--- config.mk ---
export PLATFORM = sky130hd
export DESIGN_NAME = snoop_blk_state
export DESIGN_NICKNAME = d
export VERILOG_FILES = /design/src/rtl/snoop_blk_pkg.sv /design/src/rtl/snoop_decide.sv /design/src/rtl/snoop_supply_timer.sv /design/src/rtl/snoop_state_reg.sv /design/src/rtl/snoop_blk_state.sv
export SDC_FILE = /design/constraint.sdc
export NUM_CORES = 1
export LEC_CHECK = 0
export BUFFER_PORTS_ARGS = -buffer_cell sky130_fd_sc_hd__buf_4
export CORE_AREA = 2 2 39 41
export DETAILED_ROUTE_END_ITERATION = 6
export DIE_AREA = 0 0 41 43
export GPL_TIMING_DRIVEN = 0
export PLACE_DENSITY = 0.7
export SYNTH_ARGS = -nofsm -noshare
export SYNTH_HDL_FRONTEND = slang
export SYNTH_SLANG_ARGS = --single-unit
export TNS_END_PERCENT = 5
--- constraint.sdc ---
create_clock -name clk_i -period 3.5 [get_ports clk_i]
set_clock_uncertainty 0.1 [all_clocks]
set_input_delay 0.7 -clock clk_i [delete_from_list [all_inputs] [get_ports clk_i]]
set_output_delay 0.7 -clock clk_i [all_outputs]
set_load 0.02 [all_outputs]
--- src/rtl/snoop_blk_pkg.sv ---
package snoop_blk_pkg;

  typedef struct packed {
    logic valid;
    logic writable;
    logic dirty;
  } blk_state_t;

  typedef struct packed {
    logic       hit;
    logic       supply;
    logic       shared;
    logic       inval_now;
    logic       inval_late;
    blk_state_t nxt;
  } snp_act_t;

endpackage

--- src/rtl/snoop_decide.sv ---
module snoop_decide
  import snoop_blk_pkg::*;
(
  input  logic       accept_i,
  input  logic       read_i,
  input  logic       inval_i,
  input  logic       uncache_i,
  input  logic       tag_hit_i,
  input  blk_state_t cur_i,
  output snp_act_t   act_o
);

  always_comb begin
    act_o            = '0;
    act_o.nxt        = cur_i;
    act_o.hit        = accept_i & tag_hit_i & ~uncache_i & cur_i.valid;
    act_o.supply     = act_o.hit & read_i & cur_i.dirty;
    act_o.shared     = act_o.hit & read_i & ~inval_i;
    act_o.inval_now  = act_o.hit & inval_i & ~act_o.supply;
    act_o.inval_late = act_o.hit & inval_i & act_o.supply;
    if (act_o.shared)    act_o.nxt.writable = 1'b0;
    if (act_o.inval_now) act_o.nxt          = '0;
  end

endmodule

--- src/rtl/snoop_supply_timer.sv ---
module snoop_supply_timer #(
  parameter int unsigned HIT_LAT = 2
) (
  input  logic clk_i,
  input  logic rst_ni,
  input  logic start_i,
  output logic busy_o,
  output logic fire_o
);

  localparam int unsigned CW = $clog2(HIT_LAT + 1);

  logic [CW-1:0] cnt_q;
  logic          fire_q;

  always_ff @(posedge clk_i or negedge rst_ni) begin
    if (!rst_ni) begin
      cnt_q  <= '0;
      fire_q <= 1'b0;
    end else begin
      fire_q <= (cnt_q == CW'(1));
      if (start_i)            cnt_q <= CW'(HIT_LAT);
      else if (cnt_q != '0)   cnt_q <= cnt_q - CW'(1);
    end
  end

  assign busy_o = (cnt_q != '0) | fire_q;
  assign fire_o = fire_q;

endmodule

--- src/rtl/snoop_state_reg.sv ---
module snoop_state_reg
  import snoop_blk_pkg::*;
(
  input  logic       clk_i,
  input  logic       rst_ni,
  input  logic       fill_en_i,
  input  blk_state_t fill_state_i,
  input  logic       upd_en_i,
  input  blk_state_t upd_state_i,
  input  logic       late_set_i,
  input  logic       fire_i,
  output blk_state_t state_o
);

  blk_state_t st_q;
  logic       late_q;

  always_ff @(posedge clk_i or negedge rst_ni) begin
    if (!rst_ni) begin
      st_q   <= '0;
      late_q <= 1'b0;
    end else begin
      // deferred invalidate fires only after the line was read out
      if (fire_i && late_q) begin
        st_q   <= '0;
        late_q <= 1'b0;
      end else begin
        if (late_set_i) late_q <= 1'b1;
        if (fill_en_i)     st_q <= fill_state_i;
        else if (upd_en_i) st_q <= upd_state_i;
      end
    end
  end

  assign state_o = st_q;

endmodule

--- src/rtl/snoop_blk_state.sv ---
module snoop_blk_state
  import snoop_blk_pkg::*;
#(
  parameter int unsigned HIT_LAT = 2
) (
  input  logic       clk_i,
  input  logic       rst_ni,
  input  logic       snp_valid_i,
  input  logic       snp_read_i,
  input  logic       snp_inval_i,
  input  logic       snp_uncache_i,
  input  logic       tag_hit_i,
  input  logic       fill_en_i,
  input  logic [2:0] fill_state_i,
  output logic [2:0] state_o,
  output logic       shared_o,
  output logic       inhibit_o,
  output logic       supply_o,
  output logic       busy_o
);

  blk_state_t cur_st;
  snp_act_t   act;
  logic       accept;
  logic       busy;
  logic       fire;
  logic       shared_q;
  logic       inhibit_q;

  assign accept = snp_valid_i & ~busy;

  snoop_decide u_decide (
    .accept_i  (accept),
    .read_i    (snp_read_i),
    .inval_i   (snp_inval_i),
    .uncache_i (snp_uncache_i),
    .tag_hit_i (tag_hit_i),
    .cur_i     (cur_st),
    .act_o     (act)
  );

  snoop_supply_timer #(.HIT_LAT(HIT_LAT)) u_timer (
    .clk_i   (clk_i),
    .rst_ni  (rst_ni),
    .start_i (act.supply),
    .busy_o  (busy),
    .fire_o  (fire)
  );

  snoop_state_reg u_state (
    .clk_i        (clk_i),
    .rst_ni       (rst_ni),
    .fill_en_i    (fill_en_i),
    .fill_state_i (blk_state_t'(fill_state_i)),
    .upd_en_i     (act.shared | act.inval_now),
    .upd_state_i  (act.nxt),
    .late_set_i   (act.inval_late),
    .fire_i       (fire),
    .state_o      (cur_st)
  );

  always_ff @(posedge clk_i or negedge rst_ni) begin
    if (!rst_ni) begin
      shared_q  <= 1'b0;
      inhibit_q <= 1'b0;
    end else begin
      shared_q  <= act.shared;
      inhibit_q <= act.supply;
    end
  end

  assign state_o   = cur_st;
  assign shared_o  = shared_q;
  assign inhibit_o = inhibit_q;
  assign supply_o  = fire;
  assign busy_o    = busy;

endmodule

* Yosys cells after proc, flatten, opt, wreduce, memory -nomap -nowiden
Index checks and enable logic that the tools add are counted.
** Word-level totals
- Output and inout bits :: 7
- Input bits :: 11
- Register bits after elaboration :: 9
** Cells by class
- Bitwise gates (word level) :: 16
- Reductions and logical operators :: 9
- Equality and inequality tests :: 1
- Mux-type cells :: 9
- $add $sub $neg :: 1
** Operator list (count)
- 3-bit 2-to-1 mux :: 4
- 1-bit bitwise AND :: 10
- 2-bit nonzero test :: 3
- 3-bit nonzero test :: 2
- 2-bit 2-to-1 mux :: 2
- 1-bit NOT :: 4
- 2-bit AND reduction :: 2
- 4-bit nonzero test :: 1
- 1-bit 2-to-1 mux :: 3
- 2-bit by 1-bit == test with 1-bit output (second input constant) :: 1
- 1-bit OR :: 2
- 2-bit by 1-bit subtractor with 2-bit output (second input constant) :: 1
- 1-bit logical AND :: 1

* Depth between registers and ports, before layout
- Depth after elaboration :: 15
- Mapped depth :: 5
- Depth with buffers taken out :: 5

* Modules after synthesis
A second synthesis with hierarchy kept.
** Unflattened totals
- Cell total of the unflattened synthesis :: 45
- Area, all modules :: 491.7 um^2
** By module, submodules not included
- snoop_state_reg :: cells each 15, area each 193.9 um^2, times used 1, sequential area each 100.1 um^2
- snoop_supply_timer :: cells each 12, area each 140.1 um^2, times used 1, sequential area each 75.1 um^2
- snoop_decide :: cells each 14, area each 95.1 um^2, times used 1, sequential area each 0.0 um^2
- snoop_blk_state :: cells each 4, area each 62.6 um^2, times used 1, sequential area each 50.0 um^2

* Worst setup path after synthesis
Ideal clock, no wire load.
- Path type :: register to output
- From :: register u_timer.cnt_q[0]
- To :: output busy_o
- Setup slack :: 1.894 ns
- Stages on the path, launching flop included :: 4
- Required time :: 2.700 ns
- Arrival :: 0.806 ns
- Path buffers :: 0
- Path through :: dfrtp_1 inv_1 ha_1 nand2b_4
** Between the ends
- Longest elaborated chain between the ends :: 2
** Ends and longest elaborated chain
- start, declared :: line snoop_supply_timer.sv:13 : logic [CW-1:0] cnt_q;
- start signal, assigned :: line snoop_supply_timer.sv:22 : if (start_i) cnt_q <= CW'(HIT_LAT);
- start signal, assigned :: line snoop_supply_timer.sv:23 : else if (cnt_q != '0) cnt_q <= cnt_q - CW'(1);
- 2-bit nonzero test :: line snoop_supply_timer.sv:27 : assign busy_o = (cnt_q != '0) | fire_q;
- 1-bit OR :: line snoop_supply_timer.sv:27
- end, declared :: line snoop_blk_state.sv:19 : output logic busy_o
No other way between the ends.

* Worst setup path in the final report
Same ends and word-level chain as after synthesis.

==> run metrics <==
result of the run complete, no violations; global routing usage on met2 18.4%; count of mapped cells out of synthesis 40; average size of a mapped cell 11.5 µm²; global placer's final weighted congestion 0.714; number of storage elements in the synthesis netlist 9; clk sink count 9; final net count 75; routing usage on met3 4.71%; kind of capture point of the worst setup path output pin; commonest cells after routing, fill and taps aside 17 x buf_4, 9 x dfrtp_1, 4 x inv_1; GRT Resource Usage Total about 13%; final total negative setup slack 0 ns; per-cell via count in the routed design 4.61; Global Route met1 Usage 14.7%; pin slew with the least headroom to its limit 0.271 ns; first-iteration detailed-routing DRC count 7; post-synthesis sequential area ratio just under 50%; detailed placement HPWL 701 µm; data arrival time of the critical path between 1 and 1.5 ns; number of unique standard cell types used by synthesis 20; I/O pin cnt 18; Clock H-tree levels 1; post-CTS sizing 0; CTS buffer count 3; shortest clock period the worst path allows after layout 2.06 ns; cell area after synthesis between 400 and 500 µm²; detailed-route wire length per cell 10.9 µm; Final Max Slew Viols 0; starting density of the core 33.3%; number of setup buffers added after CTS 0; origin of the critical flop-to-flop path u_timer.cnt_q[0]; highest clock rate 486 MHz; type of element launching the critical path flip-flop; Worst-Skew Late Latency 0.25 ns; post-synthesis to final-layout area growth 37.8%; number of input and output port buffers inserted 17; number of rows in the core area 14; grt ovf 0; worst min-delay path category primary input to asynchronous set/reset pin; critical path fanouts, max 5; most common cell after layout, fill and taps aside buf_4; routed wire length 839 µm; global-route wire length before repair 1420 µm; synthesized netlist net count 53; unrepaired setup endpoints after global routing no; final design instance area without fill 634 µm²; Cell Count, Final, Fillers Out between 70 and 80; R2R Setup Slk 2.02 ns; number of endpoints failing setup at the final stage 0; GR peak layer met2; number of detailed-route iterations in the first pass 3; post-CTS clock slew at the launch and capture registers of the worst setup and hold paths 0.06 ns; kind of critical path flip-flop to output pin; pin count of the biggest net entering global routing 10; R2R depth 5; count of final hold-check violations 0; sequence of cells on the critical path inv_1 -> ha_1 -> nand2b_4 -> buf_4; via count of the first global-routing pass 366; total power per unit cell area 570 nW/µm²; ratio of cells with drive above 1 in the final layout 41.0%; antenna violations before repair 0; standby leakage power roughly 0.00033 µW; DIE AREA between 1500 and 2000 µm²; buffers from clock root to sink, at most 2; CTS tree yes; critical register-to-register path endpoint u_state.state_o[0]; crit path buf inv count 2; DIE WIDTH 41 µm; max-cap violations 0; via count 355; number of instances in the placed design 73; master cell of the clock root buffer clkbuf_4; headroom to the max-slew limit 81.7%; number of warnings issued by yosys 0; required arrival time at the worst endpoint 2.70 ns; chip height 43 µm; total power after layout 361 µW; Antenna Nets Post-Route 0; largest voltage drop on the vdd net 265 µV; cts hold-fix bufs 0; part of the cycle the worst path needs 58.7%; top cell family by delay on the critical path flip-flops; WHS 0.160 ns; placeable core region 1380 µm²; slowest cell delay on critical path 0.40 ns; ant diodes 0; standard cell with the maximum stage delay on the critical path dfrtp_1; placed cell areas 608 µm²; DRC viols 0
## kinds of logic after synthesis
| group | count (synthesis) | share of synthesized area, % |
|---|---|---|
| AO/OA/AOI/OAI | 4 | 5.16 |
| flip-flops | 9 | 48.9 |
| buffers and inverters | 4 | 3.26 |
| XOR/XNOR | 1 | 1.90 |
| multiplexers | 1 | 2.17 |
| AND/OR/NAND/NOR | 19 | 33.2 |
| adder cells (fa/ha/maj) | 2 | 5.43 |
## worst reg2reg max path: stages, from the launching register on
cell and delay, ns:
dfrtp_1 0.40, inv_1 0.07, ha_1 0.26, nand2b_4 0.11, nor4b_2 0.30, o21ai_1 0.12
## how the worst max path moves through the flow
stage,startpoint,endpoint,cells after the start
floorplan,u_timer.cnt_q[0],busy_o,3
global placement,u_timer.cnt_q[0],busy_o,4
detailed placement,u_timer.cnt_q[1],busy_o,4
CTS,u_timer.cnt_q[1],busy_o,4
global route,u_timer.cnt_q[1],busy_o,4
finish,u_timer.cnt_q[0],busy_o,4
## sequential cells by signal, summed over array words and instances (netlist names)
signal           flops
u_timer.fire_o       1
shared_o             1
inhibit_o            1
u_state.state_o      3
u_timer.cnt_q        2
u_state.late_q       1
## synth_stat cells (all sizes together)
cell    n  area, µm²
nor2    3       11.3
nand4b  1       23.8
nand3   3       15.0
o21ai   3       15.0
mux2i   1       10.0
dfrtp   9        225
a31o    1       8.76
xor2    1       8.76
ha      2       25.0
nor4    1       6.26
nor3    1       16.3
or2     1       6.26
and3    1       6.26
nand2b  1       13.8
nand2   2       7.51
nor4b   2       23.8
nand3b  3       22.5
inv     4       15.0
## layout make-up
type / instances / area, µm²
tap: 16 / 20.0
timing repair buffer: 17 / 128
clock buffer: 4 / 26.3
inverter: 4 / 15.0
multi-input combinational: 27 / 220
sequential: 9 / 225
fill: 128 / 749
## layer usage
metal  part of all wire, %  up-vias
met5                     0        -
met4                   1.8        0
met1                    39      162
met3                   7.6        2
met2                    51       11
li1                      -      180
## power by group
part           switching (µW)  total [µW]  internal [µW]  leakage [µW]
registers                14.5         141            126      0.000115
clock network            32.7        76.4           43.7     0.0000150
logic                    75.1         144           69.3      0.000196
total                     122         361            239      0.000325
## metrics by stage
stage / utilization (%) / worst slack [ns]
after floorplan: - / 1.89
after global placement: 43.9 / 1.71
after detailed placement: 43.9 / 1.71
after CTS: 45.8 / 1.43
after global routing: 45.8 / 1.36
final: 45.8 / 1.44
Note: power is estimated with default switching activity, not from simulation.
